<file path="config.mk">
export PLATFORM = sky130hd
export DESIGN_NAME = clkmode_ctrl
export DESIGN_NICKNAME = d
export VERILOG_FILES = /design/src/rtl/clkmode_pkg.sv /design/src/rtl/clkmode_sync.sv /design/src/rtl/clkmode_strap.sv /design/src/rtl/clkmode_decode.sv /design/src/rtl/clkmode_div.sv /design/src/rtl/clkmode_ctrl.sv
export SDC_FILE = /design/constraint.sdc
export NUM_CORES = 1
export LEC_CHECK = 0
export ABC_CLOCK_PERIOD_IN_PS = 1600
export BUFFER_PORTS_ARGS = -buffer_cell sky130_fd_sc_hd__buf_2
export CORE_MARGIN = 2
export CORE_UTILIZATION = 45
export CTS_CLUSTER_DIAMETER = 100
export CTS_CLUSTER_SIZE = 16
export DETAILED_ROUTE_END_ITERATION = 8
export PLACE_DENSITY = 0.7
export SLEW_MARGIN = 20
export SYNTH_ARGS = -nofsm -noshare
export SYNTH_HDL_FRONTEND = slang
export SYNTH_SLANG_ARGS = --single-unit
</file>
<file path="constraint.sdc">
create_clock -name clk_i -period 1.6 [get_ports clk_i]
set_input_delay 0.08 -clock clk_i [delete_from_list [all_inputs] [get_ports clk_i]]
set_output_delay 0.08 -clock clk_i [all_outputs]
set_load 0.01 [all_outputs]
</file>
<file path="src/rtl/clkmode_pkg.sv">
package clkmode_pkg;
  typedef enum logic [1:0] {
    MODE_HIZ  = 2'b00,
    MODE_TEST = 2'b01,
    MODE_LOW  = 2'b10,
    MODE_HIGH = 2'b11
  } mode_e;

  localparam int NUM_GRP  = 4;
  localparam int GRP_CPU  = 0;
  localparam int GRP_PCI  = 1;
  localparam int GRP_PCIF = 2;
  localparam int GRP_REF  = 3;

  typedef struct packed {
    logic [NUM_GRP-1:0] oe;
    logic [NUM_GRP-1:0] en;
    logic               freq_hi;
    logic               tclk_sel;
  } mode_ctrl_t;
endpackage

</file>
<file path="src/rtl/clkmode_sync.sv">
module clkmode_sync #(
  parameter int WIDTH  = 1,
  parameter int STAGES = 2
) (
  input  logic             clk_i,
  input  logic             rst_ni,
  input  logic [WIDTH-1:0] d_i,
  output logic [WIDTH-1:0] q_o
);
  logic [WIDTH-1:0] stage_q [STAGES];

  for (genvar s = 0; s < STAGES; s++) begin : g_stage
    always_ff @(posedge clk_i or negedge rst_ni) begin
      if (!rst_ni) stage_q[s] <= '0;
      else if (s == 0) stage_q[s] <= d_i;
      else stage_q[s] <= stage_q[(s == 0) ? 0 : s-1];
    end
  end

  assign q_o = stage_q[STAGES-1];
endmodule

</file>
<file path="src/rtl/clkmode_strap.sv">
module clkmode_strap #(
  parameter int WIDTH         = 2,
  parameter int SETTLE_CYCLES = 3
) (
  input  logic             clk_i,
  input  logic             rst_ni,
  input  logic [WIDTH-1:0] pins_sync_i,
  output logic [WIDTH-1:0] straps_o,
  output logic             done_o
);
  localparam int CW = $clog2(SETTLE_CYCLES + 1);
  localparam logic [CW-1:0] LAST = CW'(SETTLE_CYCLES);

  logic [CW-1:0]    cnt_q;
  logic [WIDTH-1:0] straps_q;
  logic             done_q;

  always_ff @(posedge clk_i or negedge rst_ni) begin
    if (!rst_ni) begin
      cnt_q    <= '0;
      straps_q <= '0;
      done_q   <= 1'b0;
    end else if (!done_q) begin
      if (cnt_q == LAST) begin
        straps_q <= pins_sync_i;
        done_q   <= 1'b1;
      end else begin
        cnt_q <= cnt_q + 1'b1;
      end
    end
  end

  assign straps_o = straps_q;
  assign done_o   = done_q;


  strap_hold_chk: assert property (@(posedge clk_i) disable iff (!rst_ni)
    done_q |=> (done_q && $stable(straps_q)));

  strap_early_chk: assert property (@(posedge clk_i) disable iff (!rst_ni)
    (cnt_q != LAST) |=> !done_q);
endmodule

</file>
<file path="src/rtl/clkmode_decode.sv">
module clkmode_decode
  import clkmode_pkg::*;
(
  input  logic       clk_i,
  input  logic       rst_ni,
  input  logic [1:0] code_i,
  output mode_ctrl_t ctrl_o,
  output logic       active_o
);
  mode_ctrl_t ctrl_d, ctrl_q;
  logic       active_q;
  mode_e      mode;

  assign mode = mode_e'(code_i);

  always_comb begin
    ctrl_d = '0;
    case (mode)
      MODE_TEST: begin
        ctrl_d.oe       = '1;
        ctrl_d.tclk_sel = 1'b1;
      end
      MODE_LOW: begin
        ctrl_d.oe = '1;
        ctrl_d.en = '1;
      end
      MODE_HIGH: begin
        ctrl_d.oe      = '1;
        ctrl_d.en      = '1;
        ctrl_d.freq_hi = 1'b1;
      end
      default: ctrl_d = '0;
    endcase
  end

  always_ff @(posedge clk_i or negedge rst_ni) begin
    if (!rst_ni) begin
      ctrl_q   <= '0;
      active_q <= 1'b0;
    end else begin
      ctrl_q   <= ctrl_d;
      active_q <= code_i[1];
    end
  end

  assign ctrl_o   = ctrl_q;
  assign active_o = active_q;


  freq_sel_chk: assert property (@(posedge clk_i) disable iff (!rst_ni)
    $onehot0({ctrl_q.freq_hi, ctrl_q.tclk_sel}));

  decode_lat_chk: assert property (@(posedge clk_i) disable iff (!rst_ni)
    (code_i == 2'b00) |=> (ctrl_q.oe == '0));
endmodule

</file>
<file path="src/rtl/clkmode_div.sv">
module clkmode_div #(
  parameter int DIV = 2
) (
  input  logic clk_i,
  input  logic rst_ni,
  input  logic en_i,
  output logic clk_o
);
  localparam int HALF = DIV / 2;
  localparam int CW   = (HALF > 1) ? $clog2(HALF) : 1;
  localparam logic [CW-1:0] WRAP = CW'(HALF - 1);

  logic [CW-1:0] cnt_q;
  logic          out_q;

  always_ff @(posedge clk_i or negedge rst_ni) begin
    if (!rst_ni) begin
      cnt_q <= '0;
      out_q <= 1'b0;
    end else if (!en_i) begin
      cnt_q <= '0;
      out_q <= 1'b0;
    end else if (cnt_q == WRAP) begin
      cnt_q <= '0;
      out_q <= ~out_q;
    end else begin
      cnt_q <= cnt_q + 1'b1;
    end
  end

  assign clk_o = out_q;


  div_idle_low_chk: assert property (@(posedge clk_i) disable iff (!rst_ni)
    !en_i |=> !out_q);

  if (HALF > 1) begin : g_wide

    div_high_run_chk: assert property (@(posedge clk_i) disable iff (!rst_ni)
      (en_i && $rose(out_q)) |=> out_q);
  end else begin : g_fast

    div_toggle_chk: assert property (@(posedge clk_i) disable iff (!rst_ni)
      out_q |=> !out_q);
  end
endmodule

</file>
<file path="src/rtl/clkmode_ctrl.sv">
module clkmode_ctrl
  import clkmode_pkg::*;
#(
  parameter int SETTLE_CYCLES = 3,
  parameter int SYNC_STAGES   = 2,
  parameter int CPU_TDIV      = 2,
  parameter int PCI_TDIV      = 6
) (
  input  logic clk_i,
  input  logic rst_ni,
  input  logic strap_spread_n_i,
  input  logic strap_sel48_n_i,
  input  logic tristate_n_i,
  input  logic speed_sel_i,
  output logic strap_done_o,
  output logic strap_pin_oe_o,
  output logic cpu_oe_o,
  output logic pci_oe_o,
  output logic pcif_oe_o,
  output logic ref_oe_o,
  output logic cpu_en_o,
  output logic pci_en_o,
  output logic pcif_en_o,
  output logic ref_en_o,
  output logic spread_en_o,
  output logic freq_hi_o,
  output logic sel24_o,
  output logic ref_tclk_sel_o,
  output logic tst_cpu_clk_o,
  output logic tst_pci_clk_o
);
  localparam int NDIV = 2;
  localparam int DIVS [NDIV] = '{CPU_TDIV, PCI_TDIV};

  logic [1:0]      strap_sync, straps, code_sync;
  logic            done, active;
  mode_ctrl_t      ctrl;
  logic [NDIV-1:0] tclk;

  clkmode_sync #(.WIDTH(2), .STAGES(SYNC_STAGES)) u_strap_sync (
    .clk_i (clk_i), .rst_ni (rst_ni),
    .d_i   ({strap_sel48_n_i, strap_spread_n_i}),
    .q_o   (strap_sync)
  );

  clkmode_sync #(.WIDTH(2), .STAGES(SYNC_STAGES)) u_code_sync (
    .clk_i (clk_i), .rst_ni (rst_ni),
    .d_i   ({tristate_n_i, speed_sel_i}),
    .q_o   (code_sync)
  );

  clkmode_strap #(.WIDTH(2), .SETTLE_CYCLES(SETTLE_CYCLES)) u_strap (
    .clk_i (clk_i), .rst_ni (rst_ni),
    .pins_sync_i (strap_sync), .straps_o (straps), .done_o (done)
  );

  clkmode_decode u_decode (
    .clk_i (clk_i), .rst_ni (rst_ni),
    .code_i (code_sync), .ctrl_o (ctrl), .active_o (active)
  );

  for (genvar d = 0; d < NDIV; d++) begin : g_tdiv
    clkmode_div #(.DIV(DIVS[d])) u_div (
      .clk_i (clk_i), .rst_ni (rst_ni),
      .en_i  (ctrl.tclk_sel), .clk_o (tclk[d])
    );
  end

  assign strap_done_o   = done;
  assign strap_pin_oe_o = done & ctrl.oe[GRP_REF];
  assign cpu_oe_o       = ctrl.oe[GRP_CPU];
  assign pci_oe_o       = ctrl.oe[GRP_PCI];
  assign pcif_oe_o      = ctrl.oe[GRP_PCIF];
  assign ref_oe_o       = ctrl.oe[GRP_REF];
  assign cpu_en_o       = ctrl.en[GRP_CPU];
  assign pci_en_o       = ctrl.en[GRP_PCI];
  assign pcif_en_o      = ctrl.en[GRP_PCIF];
  assign ref_en_o       = ctrl.en[GRP_REF];
  assign spread_en_o    = ~straps[0] & done & active;
  assign sel24_o        = straps[1];
  assign freq_hi_o      = ctrl.freq_hi;
  assign ref_tclk_sel_o = ctrl.tclk_sel;
  assign tst_cpu_clk_o  = tclk[0];
  assign tst_pci_clk_o  = tclk[1];


  spread_active_chk: assert property (@(posedge clk_i) disable iff (!rst_ni)
    spread_en_o |-> (cpu_en_o && pci_en_o && !ref_tclk_sel_o));

  test_route_chk: assert property (@(posedge clk_i) disable iff (!rst_ni)
    ref_tclk_sel_o |-> (!cpu_en_o && cpu_oe_o && ref_oe_o));

  pin_oe_chk: assert property (@(posedge clk_i) disable iff (!rst_ni)
    strap_pin_oe_o |-> (strap_done_o && ref_oe_o));
endmodule

</file>
---- After elaboration in Yosys (flattened, before gate mapping) ----
Cells that the tools add are included.
word-level totals
  flip-flop bits (word level) ............. 29
  output and inout port bits .............. 16
  input port bits ......................... 6
  logic and storage cells ................. 52
operators by class
  muxes and demuxes ....................... 14
  equal/unequal tests ..................... 7
  bitwise gates (word level) .............. 8
  add/sub/neg operators ................... 3
  reductions and logical operators ........ 4
operator list
  operator                                                         count
  1-bit two-way mux                                                10
  2-bit == test, second input constant                             4
  4-bit two-way mux                                                2
  1-bit inverter                                                   5
  2-bit by 1-bit adder with 2-bit output, second input constant    2
  2-bit two-way mux                                                2
  2-bit AND reduction                                              2
  1-bit bitwise AND                                                3
  3-bit OR reduction                                               1
  2-bit by 1-bit == test with 1-bit output, second input constant  1
  2-bit by 1-bit != test with 1-bit output, second input constant  1
  2-bit != test, second input constant                             1
  2-bit OR reduction                                               1
  1-bit adder, second input constant                               1

---- Longest topological paths before layout ----
  depth in word-level cells ............... 3
  depth in mapped cells ................... 3
  mapped depth without buffers ............ 3

---- Hierarchy ----
Synthesis repeated with hierarchy kept, for this count alone.
unflattened totals
  cell total of the unflattened synthesis .. 53
  area total of the unflattened synthesis .. 803.3 um^2
by module, submodules not included
  module                          sequential area each (um^2)  times used  cells each  area an instance (um^2)
  clkmode_sync                    100.1                        2           6           115.1
  clkmode_strap                   125.1                        1           13          206.4
  clkmode_decode                  125.1                        1           15          193.9
  clkmode_div at g_tdiv[1].u_div  75.1                         1           9           118.9
  clkmode_div at g_tdiv[0].u_div  25.0                         1           2           38.8
  clkmode_ctrl                    0.0                          1           2           15.0

---- Least setup slack after synthesis ----
No wires, ideal clock.
  kind .................................... reg2reg
  start point ............................. reg u_strap.cnt_q[0]
  end point ............................... reg u_strap.straps_q[0], in the netlist u_strap.straps_o[0]
  setup time .............................. 0.128 ns
  period minus slack after synthesis ...... 1.160 ns
  cell stages (with the launch flop) ...... 4
  setup slack ............................. 0.440 ns
  data arrival time ....................... 1.033 ns
  buffers on the path ..................... 0
  data required time ...................... 1.472 ns
  cells stage by stage .................... dfrtp_1 -> ha_1 -> nor2b_2 -> mux2_1
between the ends
  longest elaborated chain between the ends .. 2
ends and longest elaborated chain
  what                           RTL line             text
  start: declaration             clkmode_strap.sv:14  logic [CW-1:0] cnt_q;
  start signal: assignment       clkmode_strap.sv:28  cnt_q <= cnt_q + 1'b1;
  2-bit == test                  clkmode_strap.sv:24  if (cnt_q == LAST) begin
  2-bit AND reduction (no line)  -
  end signal: assignment         clkmode_strap.sv:25  straps_q <= pins_sync_i;
  end: declaration               clkmode_strap.sv:15  logic [WIDTH-1:0] straps_q;
Every way passes these cells.
A chain may end at the register's enable or synchronous reset.

---- Final worst setup path ----
Ends and elaborated chain as after synthesis.

==> impl_metrics.py <==
metrics = {
    "synthesis": {
        "avgSynthCellArea_um2": 15.2,
        "synth_edf_count": 0,
        "syn_inst": 50,
        "synth_cell_type_count": 19,
        "synth_seq_area_share_pct": 72.6,
        "synthArstFlopShare_pct": 100,
        "ys_top_cells_by_area": "dfrtp_1 73%, buf_4 5.9%, mux2_1 3.0%, nor2b_1 2.5%, mux2_4 2.0%",
        "synth_top_area_share_pct": 72.6,
        "yosysTopAreaCell": "dfrtp_1",
        "syn_area_um2": 758,
        "synth-main-ff-cell": "dfrtp_1",
        "synthTopCellsByCount": "22 x dfrtp_1, 6 x buf_4, 3 x nor2b_1",
        "synthesis.nets": 57,
        "synth_warnings": 0,
        "ys_ff_latch": 22,
        "synth.most_common_cell": "dfrtp_1",
    },
    "floorplan": {
        "die_w_um": 45.1,
        "ios": 22,
        "initial_core_util_pct": 49.2,
        "die_h_um": 45.1,
        "rows": 14,
        "die_area_um2": 2030,
        "fp.coreArea_um2": 1540,
    },
    "worst_setup_path": {
        "crit_type": "reg2reg",
        "end_kind": "register",
        "crit_fanout": 2,
        "critPathLaunchType": "register",
        "critPathMaxStageDelay_ns": 0.41,
        "path_cells": "ha_1 > nor2b_2 > mux2_1",
        "cp.required_ns": 1.79,
        "crit_start": "u_strap.cnt_q[0]$_DFFE_PN0P_",
        "critical_path.slowest_cell": "dfrtp_1",
        "r2r_start": "u_strap.cnt_q[0]$_DFFE_PN0P_",
        "crit_arrival_ns": 1.39,
    },
    "sta": {
        "period_needed_ns": 1.21,
        "hold_viol": 0,
        "post-route-period-util_pct": 75.4,
        "relSlewSlack_pct": 69.6,
        "clock_skew_ns": 0.00145,
        "tightest_slew_ns": 0.456,
        "rsz0062_at_grt": "false",
        "fmax_mhz": 829,
        "final.setup.tns_ns": 0,
        "setup_viol": 0,
        "worst_slack_ns": 0.394,
        "slew_violations": 0,
    },
    "drt": {
        "post-route-drc-count": 0,
        "vias_per_cell": 4.58,
        "wire_per_inst_um": 10.7,
        "antenna_left": 0,
        "firstDrtPassIters": 2,
        "vias": 403,
        "drt_iter0_drc": 1,
        "wl_um": 944,
    },
    "status": {
        "outcome": "finished clean",
    },
    "placement": {
        "routabilityCongestion": 0.648,
        "numPortBuffers": 21,
        "place_worst_setup_slack_ns": 0.404,
        "placed_area_um2": 835,
    },
    "clock_tree": {
        "numCtsBuffers": 3,
        "clk_path_buf_depth": 2,
        "clk_pin_slew_ns": 0.10,
        "numClockSinks": 22,
        "tritoncts": "done",
        "clk_latency_ns": 0.29,
        "cts_root_buf": "clkbuf_4",
        "postCtsResizedCells": 0,
        "h-tree-depth": 1,
        "post_cts.repair.setup_buffers": 0,
        "postCtsHoldBufs": 5,
    },
    "global_routing": {
        "grt_use_total_pct": 12.3,
        "grt_overflow": 0,
        "grt_max_degree": 23,
        "grt_pass1_vias": 363,
        "grt_pass1_wl_um": 1640,
        "antenna_found_initial": 0,
    },
    "power": {
        "p_leak_nw": 0.435,
        "worst_ir_drop_vdd_mv": 0.560,
        "power_density_nw_per_um2": 973,
    },
    "final_layout": {
        "design_area_um2": 907,
        "final_core_util_pct": 58.8,
        "layout-drive-gt1-share_pct": 38.9,
        "diodes": 0,
        "area_growth_pct": 19.6,
        "final_nets": 81,
    },
    "min_path": {
        "hp-class": "in2async",
    },
    "job": {
        "cap_violations": 0,
    },
}
-- registers in the layout, summed over array words and instances (netlist names) --
register,flops
u_decode.active_o,1
u_strap_sync.stage_q,2
g_tdiv.u_div.cnt_q,2
u_code_sync.stage_q,2
g_tdiv.u_div.clk_o,2
u_strap_sync.q_o,2
u_decode.ctrl_o,4
u_code_sync.q_o,2
u_strap.cnt_q,2
u_strap.done_o,1
u_strap.straps_o,2
-- power breakdown --
| part | switching [mW] | total, mW | internal (mW) |
|---|---|---|---|
| clock | 0.143 | 0.230 | 0.0877 |
| combinational | 0.0305 | 0.0620 | 0.0315 |
| sequential | 0.0121 | 0.591 | 0.578 |
| total | 0.185 | 0.883 | 0.698 |
-- routing by layer --
layer	share of wire (%)	GRT usage (%)	routed length, µm
met4	2.0	7.06	19
met5	0	0	0
met1	43	15.3	404
met3	6.1	6.00	58
met2	49	17.4	462
-- cell type report --
cell class                      instances  area, µm²
Clock buffer                            3       22.5
Sequential cell                        22        551
Multi-Input combinational cell         20        155
Fill cell                             135        634
Tap cell                               16       20.0
Timing Repair Buffer                   26        155
Inverter                                1       3.75
-- per-stage QoR --
step | hold slack (ns) | power (mW) | std cells
detailed placement | 0.0586 | 0.657 | 80
floorplan | -0.216 | 0.631 | 50
finish | 0.252 | 0.883 | 88
global route | 0.272 | 0.935 | 88
CTS | 0.260 | 0.897 | 88
global placement | 0.0583 | 0.655 | 80
-- worst paths after layout --
| check | endpoint | slack [ns] | depth (start not counted) |
|---|---|---|---|
| setup / recovery | u_strap.straps_o[0]$_DFFE_PN0P_ | 0.39 | 3 |
| hold / removal | u_decode.ctrl_o[3]$_DFF_PN0_ | 0.25 | 2 |
| setup reg to reg | u_strap.straps_o[0]$_DFFE_PN0P_ | 0.39 | 3 |
| hold reg to reg | u_strap_sync.q_o[0]$_DFF_PN0_ | 0.36 | 0 |
| max in group asynchronous | u_strap.straps_o[0]$_DFFE_PN0P_ | 1.04 | 2 |
| min in group clk_i | u_strap_sync.q_o[0]$_DFF_PN0_ | 0.36 | 0 |
-- cell families after synthesis --
| family | after synthesis | synth area share [%] |
|---|---|---|
| AO/OA/AOI/OAI | 1 | 0.659 |
| flip-flops | 22 | 72.6 |
| adder cells (fa/ha/maj) | 1 | 1.65 |
| multiplexers | 3 | 4.95 |
| buffers and inverters | 8 | 6.93 |
| XOR/XNOR | 1 | 1.16 |
| AND/OR/NAND/NOR | 14 | 12.0 |
-- worst max-delay path, delay by kind of cell, from the launching register on --
family	cells	cell delay, ns
simple gates	1	0.17
fa+ha+maj	1	0.22
flops	1	0.41
mux	1	0.30
-- cell usage in the layout (no fill, tap or decap), drive strengths merged --
cell type and n:
dfrtp 22, buf 21, dlygate4sd3 5, nor2b 4
clkbuf 3, mux2 3, and2 2, nand2 2
nor2 2, or2 1, and3b 1, inv 1
xor2 1, nand4bb 1, o21ai 1, nor3b 1
ha 1
Note: power is estimated with default switching activity, not from simulation.
